File: src/rtl/card_spi_init_pkg.sv
// Package: shared state encoding and protocol constants for the card
// start-up sequencer.
package card_spi_init_pkg;

    // Top-level sequence states.
    typedef enum logic [2:0] {
        ST_IDLE,
        ST_PREAMBLE,
        ST_RESET,
        ST_POLL,
        ST_DONE,
        ST_ERROR
    } seq_state_t;

    localparam logic [7:0] FILL_BYTE   = 8'hFF;  // idle-line value sent while reading
    localparam logic [5:0] IDX_RESET   = 6'd0;   // go-to-idle / enter SPI mode
    localparam logic [5:0] IDX_POLL    = 6'd1;   // readiness poll
    localparam logic [7:0] CRC_RESET   = 8'h95;  // valid check byte for the reset frame
    localparam logic [7:0] RESP_IDLE   = 8'h01;  // reset accepted, card busy
    localparam logic [7:0] RESP_READY  = 8'h00;  // card ready

    // Command token: start bit 0, transmission bit 1, then the 6-bit index.
    function automatic logic [7:0] cmd_token(input logic [5:0] idx);
        return {2'b01, idx};
    endfunction

endpackage

File: src/rtl/card_spi_init_framer.sv
// Module: card_spi_init_framer
// Sends one six-byte command (token, 32-bit argument MSB first, check byte)
// through the byte port, then reads up to RESP_WINDOW bytes with 0xFF on the
// line and returns the first byte that is not 0xFF (or 0xFF if none arrives).
// Assumes: go_i is only pulsed while active_o is low; the byte port completes
// every requested exchange with a single-cycle done pulse.
module card_spi_init_framer
    import card_spi_init_pkg::*;
#(
    parameter int RESP_WINDOW = 8
) (
    input  logic        clk,
    input  logic        rst_n,
    input  logic        go_i,
    input  logic [5:0]  cmd_i,
    input  logic [31:0] arg_i,
    input  logic [7:0]  crc_i,
    output logic        resp_valid_o,
    output logic [7:0]  resp_o,
    output logic        active_o,
    output logic        bx_start_o,
    output logic [7:0]  bx_tx_o,
    input  logic        bx_done_i,
    input  logic [7:0]  bx_rx_i
);

    localparam int FRAME_LEN = 6;
    localparam int CNT_MAX   = (RESP_WINDOW > FRAME_LEN) ? RESP_WINDOW : FRAME_LEN;
    localparam int CNT_W     = $clog2(CNT_MAX + 1);
    localparam int FRAME_W   = FRAME_LEN * 8;

    typedef enum logic [2:0] {F_IDLE, F_TX, F_TXW, F_RX, F_RXW} fr_state_t;

    fr_state_t          st;
    logic [CNT_W-1:0]   cnt;
    logic [FRAME_W-1:0] frame;

    // Frame sequencing: load, shift out, then collect the response.
    always_ff @(posedge clk) begin
        if (!rst_n) begin
            st           <= F_IDLE;
            cnt          <= '0;
            frame        <= {FRAME_LEN{FILL_BYTE}};
            resp_o       <= FILL_BYTE;
            resp_valid_o <= 1'b0;
        end else begin
            resp_valid_o <= 1'b0;
            case (st)
                F_IDLE: begin
                    if (go_i) begin
                        frame <= {cmd_token(cmd_i), arg_i, crc_i};
                        cnt   <= '0;
                        st    <= F_TX;
                    end
                end
                F_TX:  st <= F_TXW;
                F_TXW: begin
                    if (bx_done_i) begin
                        frame <= {frame[FRAME_W-9:0], FILL_BYTE};
                        if (cnt == CNT_W'(FRAME_LEN - 1)) begin
                            cnt <= '0;
                            st  <= F_RX;
                        end else begin
                            cnt <= cnt + 1'b1;
                            st  <= F_TX;
                        end
                    end
                end
                F_RX:  st <= F_RXW;
                F_RXW: begin
                    if (bx_done_i) begin
                        if (bx_rx_i != FILL_BYTE || cnt == CNT_W'(RESP_WINDOW - 1)) begin
                            resp_o       <= bx_rx_i;
                            resp_valid_o <= 1'b1;
                            st           <= F_IDLE;
                        end else begin
                            cnt <= cnt + 1'b1;
                            st  <= F_RX;
                        end
                    end
                end
                default: st <= F_IDLE;
            endcase
        end
    end

    // Byte-port request: one cycle per byte; the drained frame reads as 0xFF.
    always_comb begin
        bx_start_o = (st == F_TX) || (st == F_RX);
        bx_tx_o    = frame[FRAME_W-1 -: 8];
        active_o   = (st != F_IDLE);
    end

endmodule

File: src/rtl/card_spi_init_port_mux.sv
// Module: card_spi_init_port_mux
// Shares the single byte port between the sequencer (filler bytes) and the
// command framer. Completion pulses are steered to the current owner only.
// Assumes: ownership changes only while no exchange is outstanding.
module card_spi_init_port_mux (
    input  logic       sel_framer_i,
    input  logic       ctrl_start_i,
    input  logic [7:0] ctrl_tx_i,
    input  logic       frm_start_i,
    input  logic [7:0] frm_tx_i,
    input  logic       done_i,
    output logic       start_o,
    output logic [7:0] tx_o,
    output logic       ctrl_done_o,
    output logic       frm_done_o
);

    // Select the owner's request and route the completion back to it.
    always_comb begin
        start_o     = sel_framer_i ? frm_start_i : ctrl_start_i;
        tx_o        = sel_framer_i ? frm_tx_i    : ctrl_tx_i;
        ctrl_done_o = done_i && !sel_framer_i;
        frm_done_o  = done_i &&  sel_framer_i;
    end

endmodule

File: src/rtl/card_spi_init_ctrl.sv
// Module: card_spi_init_ctrl
// Sequence controller: deselected filler preamble, select change, reset
// command, bounded readiness polling, and the closing deselect filler.
// Holds the result flags and the captured error response.
// Assumes: the framer returns exactly one response per go pulse.
module card_spi_init_ctrl
    import card_spi_init_pkg::*;
#(
    parameter int PRE_BYTES = 10,
    parameter int POLL_MAX  = 8
) (
    input  logic       clk,
    input  logic       rst_n,
    input  logic       start_i,
    output logic       cmd_go_o,
    output logic [5:0] cmd_idx_o,
    output logic [7:0] cmd_crc_o,
    input  logic       resp_valid_i,
    input  logic [7:0] resp_i,
    output logic       use_framer_o,
    output logic       bx_start_o,
    input  logic       bx_done_i,
    output logic       cs_high_o,
    output logic       init_done_o,
    output logic       init_err_o,
    output logic       err_stage_o,
    output logic [7:0] err_code_o
);

    // Filler before select (1) + preamble + filler after select (1).
    localparam int PRE_TOTAL = PRE_BYTES + 2;
    localparam int PC_W      = $clog2(PRE_TOTAL + 1);
    localparam int PL_W      = $clog2(POLL_MAX + 1);

    seq_state_t      st;
    logic [PC_W-1:0] pre_cnt;
    logic [PL_W-1:0] poll_cnt;
    logic            bx_wait;
    logic            go_sent;
    logic            tail_busy;

    // Main sequence register update.
    always_ff @(posedge clk) begin
        if (!rst_n) begin
            st          <= ST_IDLE;
            pre_cnt     <= '0;
            poll_cnt    <= '0;
            bx_wait     <= 1'b0;
            go_sent     <= 1'b0;
            tail_busy   <= 1'b0;
            cs_high_o   <= 1'b1;
            err_stage_o <= 1'b0;
            err_code_o  <= 8'h00;
        end else begin
            case (st)
                ST_IDLE: begin
                    if (start_i) begin
                        st      <= ST_PREAMBLE;
                        pre_cnt <= '0;
                        bx_wait <= 1'b0;
                    end
                end
                ST_PREAMBLE: begin
                    if (!bx_wait) begin
                        bx_wait <= 1'b1;
                    end else if (bx_done_i) begin
                        bx_wait <= 1'b0;
                        if (pre_cnt == PC_W'(PRE_TOTAL - 1)) begin
                            st      <= ST_RESET;
                            go_sent <= 1'b0;
                        end else begin
                            pre_cnt <= pre_cnt + 1'b1;
                            if (pre_cnt == PC_W'(PRE_BYTES)) begin
                                cs_high_o <= 1'b0;
                            end
                        end
                    end
                end
                ST_RESET: begin
                    if (!go_sent) begin
                        go_sent <= 1'b1;
                    end else if (resp_valid_i) begin
                        if (resp_i == RESP_IDLE) begin
                            st       <= ST_POLL;
                            poll_cnt <= '0;
                            go_sent  <= 1'b0;
                        end else begin
                            err_stage_o <= 1'b0;
                            err_code_o  <= resp_i;
                            st          <= ST_ERROR;
                            cs_high_o   <= 1'b1;
                            tail_busy   <= 1'b1;
                            bx_wait     <= 1'b0;
                        end
                    end
                end
                ST_POLL: begin
                    if (!go_sent) begin
                        go_sent <= 1'b1;
                    end else if (resp_valid_i) begin
                        if (resp_i == RESP_READY) begin
                            st        <= ST_DONE;
                            cs_high_o <= 1'b1;
                            tail_busy <= 1'b1;
                            bx_wait   <= 1'b0;
                        end else if (poll_cnt == PL_W'(POLL_MAX - 1)) begin
                            err_stage_o <= 1'b1;
                            err_code_o  <= resp_i;
                            st          <= ST_ERROR;
                            cs_high_o   <= 1'b1;
                            tail_busy   <= 1'b1;
                            bx_wait     <= 1'b0;
                        end else begin
                            poll_cnt <= poll_cnt + 1'b1;
                            go_sent  <= 1'b0;
                        end
                    end
                end
                ST_DONE, ST_ERROR: begin
                    if (tail_busy) begin
                        if (!bx_wait) begin
                            bx_wait <= 1'b1;
                        end else if (bx_done_i) begin
                            bx_wait   <= 1'b0;
                            tail_busy <= 1'b0;
                        end
                    end else if (start_i) begin
                        st      <= ST_PREAMBLE;
                        pre_cnt <= '0;
                        bx_wait <= 1'b0;
                    end
                end
                default: st <= ST_IDLE;
            endcase
        end
    end

    // Command selection, filler requests and result flags.
    always_comb begin
        use_framer_o = (st == ST_RESET) || (st == ST_POLL);
        cmd_go_o     = use_framer_o && !go_sent;
        cmd_idx_o    = (st == ST_POLL) ? IDX_POLL : IDX_RESET;
        cmd_crc_o    = (st == ST_POLL) ? FILL_BYTE : CRC_RESET;
        bx_start_o   = !bx_wait && ((st == ST_PREAMBLE) ||
                       (((st == ST_DONE) || (st == ST_ERROR)) && tail_busy));
        init_done_o  = (st == ST_DONE)  && !tail_busy;
        init_err_o   = (st == ST_ERROR) && !tail_busy;
    end

endmodule

File: src/rtl/card_spi_init.sv
// Module: card_spi_init (top)
// Memory-card SPI start-up sequencer: controller, command framer and the
// byte-port arbiter. Talks to an external byte shifter by start/done pulses.
// Assumes: the shifter answers each start with exactly one done pulse, at
// least one cycle later.
module card_spi_init
    import card_spi_init_pkg::*;
#(
    parameter int PRE_BYTES   = 10,
    parameter int POLL_MAX    = 8,
    parameter int RESP_WINDOW = 8
) (
    input  logic       clk,
    input  logic       rst_n,
    input  logic       start_i,
    output logic       xfer_start_o,
    output logic [7:0] xfer_tx_o,
    input  logic       xfer_done_i,
    input  logic [7:0] xfer_rx_i,
    output logic       card_cs_o,
    output logic       init_done_o,
    output logic       init_err_o,
    output logic       err_stage_o,
    output logic [7:0] err_code_o
);

    logic       cmd_go;
    logic [5:0] cmd_idx;
    logic [7:0] cmd_crc;
    logic       resp_valid;
    logic [7:0] resp;
    logic       use_framer;
    logic       frm_active;
    logic       ctrl_start;
    logic       ctrl_done;
    logic       frm_start;
    logic [7:0] frm_tx;
    logic       frm_done;

    card_spi_init_ctrl #(
        .PRE_BYTES (PRE_BYTES),
        .POLL_MAX  (POLL_MAX)
    ) u_ctrl (
        .clk          (clk),
        .rst_n        (rst_n),
        .start_i      (start_i),
        .cmd_go_o     (cmd_go),
        .cmd_idx_o    (cmd_idx),
        .cmd_crc_o    (cmd_crc),
        .resp_valid_i (resp_valid),
        .resp_i       (resp),
        .use_framer_o (use_framer),
        .bx_start_o   (ctrl_start),
        .bx_done_i    (ctrl_done),
        .cs_high_o    (card_cs_o),
        .init_done_o  (init_done_o),
        .init_err_o   (init_err_o),
        .err_stage_o  (err_stage_o),
        .err_code_o   (err_code_o)
    );

    card_spi_init_framer #(
        .RESP_WINDOW (RESP_WINDOW)
    ) u_framer (
        .clk          (clk),
        .rst_n        (rst_n),
        .go_i         (cmd_go),
        .cmd_i        (cmd_idx),
        .arg_i        (32'h0000_0000),
        .crc_i        (cmd_crc),
        .resp_valid_o (resp_valid),
        .resp_o       (resp),
        .active_o     (frm_active),
        .bx_start_o   (frm_start),
        .bx_tx_o      (frm_tx),
        .bx_done_i    (frm_done),
        .bx_rx_i      (xfer_rx_i)
    );

    // The framer also owns the port while it is still finishing a response.
    card_spi_init_port_mux u_mux (
        .sel_framer_i (use_framer || frm_active),
        .ctrl_start_i (ctrl_start),
        .ctrl_tx_i    (FILL_BYTE),
        .frm_start_i  (frm_start),
        .frm_tx_i     (frm_tx),
        .done_i       (xfer_done_i),
        .start_o      (xfer_start_o),
        .tx_o         (xfer_tx_o),
        .ctrl_done_o  (ctrl_done),
        .frm_done_o   (frm_done)
    );

endmodule

File: config.mk
export PLATFORM = sky130hd
export DESIGN_NAME = card_spi_init
export DESIGN_NICKNAME = d
export VERILOG_FILES = /design/src/rtl/card_spi_init_pkg.sv /design/src/rtl/card_spi_init_framer.sv /design/src/rtl/card_spi_init_port_mux.sv /design/src/rtl/card_spi_init_ctrl.sv /design/src/rtl/card_spi_init.sv
export SDC_FILE = /design/constraint.sdc
export NUM_CORES = 1
export LEC_CHECK = 0
export BUFFER_PORTS_ARGS = -buffer_cell sky130_fd_sc_hd__buf_2
export CAP_MARGIN = 10
export CORE_MARGIN = 5
export CORE_UTILIZATION = 40
export DETAILED_ROUTE_END_ITERATION = 8
export GPL_TIMING_DRIVEN = 1
export PLACE_DENSITY = 0.57
export SYNTH_ARGS = -nofsm -noshare
export SYNTH_HDL_FRONTEND = slang
export SYNTH_SLANG_ARGS = --single-unit
File: constraint.sdc
create_clock -name clk -period 5.2 [get_ports clk]
set_input_delay 0.78 -clock clk [delete_from_list [all_inputs] [get_ports clk]]
set_output_delay 0.78 -clock clk [all_outputs]
set_load 0.02 [all_outputs]
==> reports/results.tsv <==
stage	metric	value	unit
finish	fin cells	443	
route	WL/cell	14.78	um
synthesis	most frequent cells after synthesis	53 x dfxtp_1, 50 x nand2_1, 21 x mux2i_1	
global_route	initial antenna violation count	0	
synthesis	largest family of logic cells by synthesized area	simple AND/OR/NAND/NOR gates	
synthesis	Synth top area share	37.72	%
floorplan	total core area	6832	um2
flow_run	Max-cap violations	0	
timing	Tmin final	2.735	ns
worst_setup_path	Crit path required time	4.42	ns
timing	share of the clock period used by the worst path	52.59	%
floorplan	Core Rows	30	
finish	Design Area, Final	3114	um2
global_route	largest net degree at the start of global routing	59	
clock_tree	Resize count post-CTS	0	
synthesis	post-synthesis mux area share	7.473	%
place	RePlAce Congestion	0.8701	
synthesis	Synth Register Bits	53	
place	placed inst area	3002	um2
finish	filler instances	705	
synthesis	number of flops mapped to enable cells by yosys	0	
timing	Max Transition Viols Final	0	
floorplan	Top Ports	33	
finish	Nets	363	
power_and_ir_drop	PD cells	386.6	nW/um2
worst_setup_path	Worst EP arrival	1.95	ns
place	Detailed Place HPWL	4589	um
timing	setup slack after layout	2.465	ns
synthesis	top_reg_cell synth	dfxtp_1	
global_route	vias in the first global route	2205	
global_route	global route overflow	0	
power_and_ir_drop	total chip power	0.001204	W
timing	endpoints failing setup	0	
route	Routed WL	6547	um
route	post-route ant nets	0	
finish	Area Growth Syn to Fin	10.72	%
clock_tree	CTS buffer count	5	
synthesis	Synth Area in Simple Gates	32.25	%
clock_tree	CTS max path bufs	2	
synthesis	share of synthesized registers carrying an async set or reset	0	%
route	via density per instance	5.646	
synthesis	post-synthesis xor/xnor area fraction	0.3114	%
synthesis	syn_nets	347	
synthesis	Synth Area in Adders	2.224	%
clock_tree	htree depth	2	
worst_setup_path	Setup CP Type	flip-flop to output port	
timing	final hold vios	0	
synthesis	Compound-Gate Fraction of Synth Area	15.12	%
power_and_ir_drop	worst vdd ir	0.1567	mV
timing	relative slew slack	30.26	%
power_and_ir_drop	P_leak	1.188	nW
finish	number of diodes	0	
clock_tree	CTS tree	done	
clock_tree	worst skew pair latency	0.31	ns
global_route	GR Util All Layers	15.09	%
clock_tree	clk sinks	53	
timing	final setup TNS	0	ns
route	Detailed Routing Iterations Pass 1	4	
clock_tree	Reg clk slew, reported paths	0.10	ns
synthesis	Synth Cell Area	2813	um2
timing	Slew @ Worst Pin	1.044	ns
clock_tree	Root Buffer	clkbuf_8	
synthesis	Avg Inst Size Synth	8.523	um2
synthesis	distinct cell type count after synthesis	61	
run_status	outcome	finished clean	
finish	layout cells sized above 1	14.99	%
hold_path	Hold WC Path Type	flip-flop to flip-flop	
global_route	first-pass GRT wire length	10820	um
clock_tree	Hold-fix buffers, CTS	0	
worst_setup_path	maximum fanout along the worst path	24	
route	via count	2501	
timing	RSZ-0062 raised after global routing	false	
clock_tree	total setup buffers inserted after CTS	0	
worst_setup_path	CP endpoint kind	output port	
synthesis	post-synth top area cell	dfxtp_1	
floorplan	chip height	93.86	um
floorplan	Die Footprint	8809	um2
route	initial DRC count	99	
place	post-placement cell count	435	
place	Port Buffers	32	
synthesis	post-synthesis cell count	330	
synthesis	warnings from Yosys	0	
synthesis	Synth area leaders	dfxtp_1 38%, mux2i_1 7.5%, nand2_1 6.7%	
synthesis	sequential area share after synthesis	37.72	%
place	pre-CTS setup slack	2.649	ns
timing	FMAX	365.7	MHz
timing	Worst Skew	0.009014	ns
route	DRC	0	
floorplan	die width	93.86	um
synthesis	most common cell in the netlist	dfxtp_1	
floorplan	initial core utilization	41.17	%
worst_setup_path	crit path launch type	flip-flop	
placed cells by master, fill, tap and decap left out, types with 3 or more instances in the layout:
cell type	Yosys	layout
nand4_1	14	14
nor3_1	3	3
inv_1	6	6
and3b_1	5	5
nor2_1	7	7
buf_2	5	32
nor4b_1	4	4
clkbuf_8	0	5
nand2b_1	11	11
o211ai_1	4	4
or4_1	3	3
or3_1	4	4
nor3b_1	4	4
a21oi_1	11	11
o21ai_0	5	5
nand3b_1	6	6
nor4bb_1	3	3
and2_1	3	3
nand3_1	19	19
a311oi_1	3	3
nor4_1	5	5
o22ai_1	4	4
o21ai_1	3	3
dfxtp_1	53	53
ha_1	5	5
mux2i_1	21	21
nand2_1	50	50
o31ai_1	6	6
a31oi_1	6	6
power by group:
group | total [W] | internal (W) | switching [W]
sequential | 0.000551 | 0.000465 | 0.0000863
combinational | 0.000365 | 0.000140 | 0.000224
clock | 0.000288 | 0.000145 | 0.000144
total | 0.00120 | 0.000750 | 0.000454
sequential cells by signal, indices dropped and copies added, names as in the netlist, 3 cells and up:
register,flops
u_framer.frame,13
u_ctrl.err_code_o,8
u_framer.resp_o,8
u_ctrl.poll_cnt,4
u_ctrl.pre_cnt,4
u_framer.cnt,4
u_ctrl.st,3
u_framer.st,3
cell type report:
type	count	area, um2	area share (%)
Clock buffer	5	68.82	2.210
Clock inverter	3	43.79	1.406
Inverter	7	26.28	0.8437
Multi-Input combinational cell	246	1627	52.23
Sequential cell	53	1061	34.07
Tap cell	96	120.1	3.857
Timing Repair Buffer	33	167.7	5.384
path summary, 6_finish.rpt:
check	start	endpoint	slack, ns	cells after the start
worst max register to register	u_framer.st[1]$_SDFFE_PN0P_	u_framer.frame[15]$_SDFFE_PN1P_	2.95	4
worst min-delay path	u_ctrl.err_code_o[5]$_SDFFE_PN0P_	u_ctrl.err_code_o[5]$_SDFFE_PN0P_	0.46	2
worst max-delay path	u_framer.st[1]$_SDFFE_PN0P_	xfer_start_o	2.47	4
worst min register to register	u_ctrl.err_code_o[5]$_SDFFE_PN0P_	u_ctrl.err_code_o[5]$_SDFFE_PN0P_	0.46	2
stage by stage:
step	util (%)	hold WS [ns]
floorplan	-	0.4316
global placement	43.94	0.4425
detailed placement	43.94	0.4448
CTS	45.59	0.4602
global route	45.59	0.4785
finish	45.59	0.4589
critical path, cell delays in order, from the launching register on:
cell,delay (ns)
dfxtp_1,0.57
nor3_2,0.46
nand2_1,0.26
o22ai_1,0.18
buf_2,0.19
metal layers:
metal	wire length [um]	GRT usage, %	up-vias
met5	0	0	-
met4	110	5.656	0
met3	265	3.045	9
met2	3021	23.00	49
met1	3150	20.92	1187
li1	-	-	1256
cells by family after synthesis:
| kind of cell | Yosys count |
|---|---|
| AO/OA/AOI/OAI | 61 |
| XOR/XNOR | 1 |
| adder cells (fa/ha/maj) | 5 |
| buffers and inverters | 31 |
| flip-flops | 53 |
| multiplexers | 21 |
| AND/OR/NAND/NOR | 158 |
No activity file was read; power rests on OpenSTA's default activity.
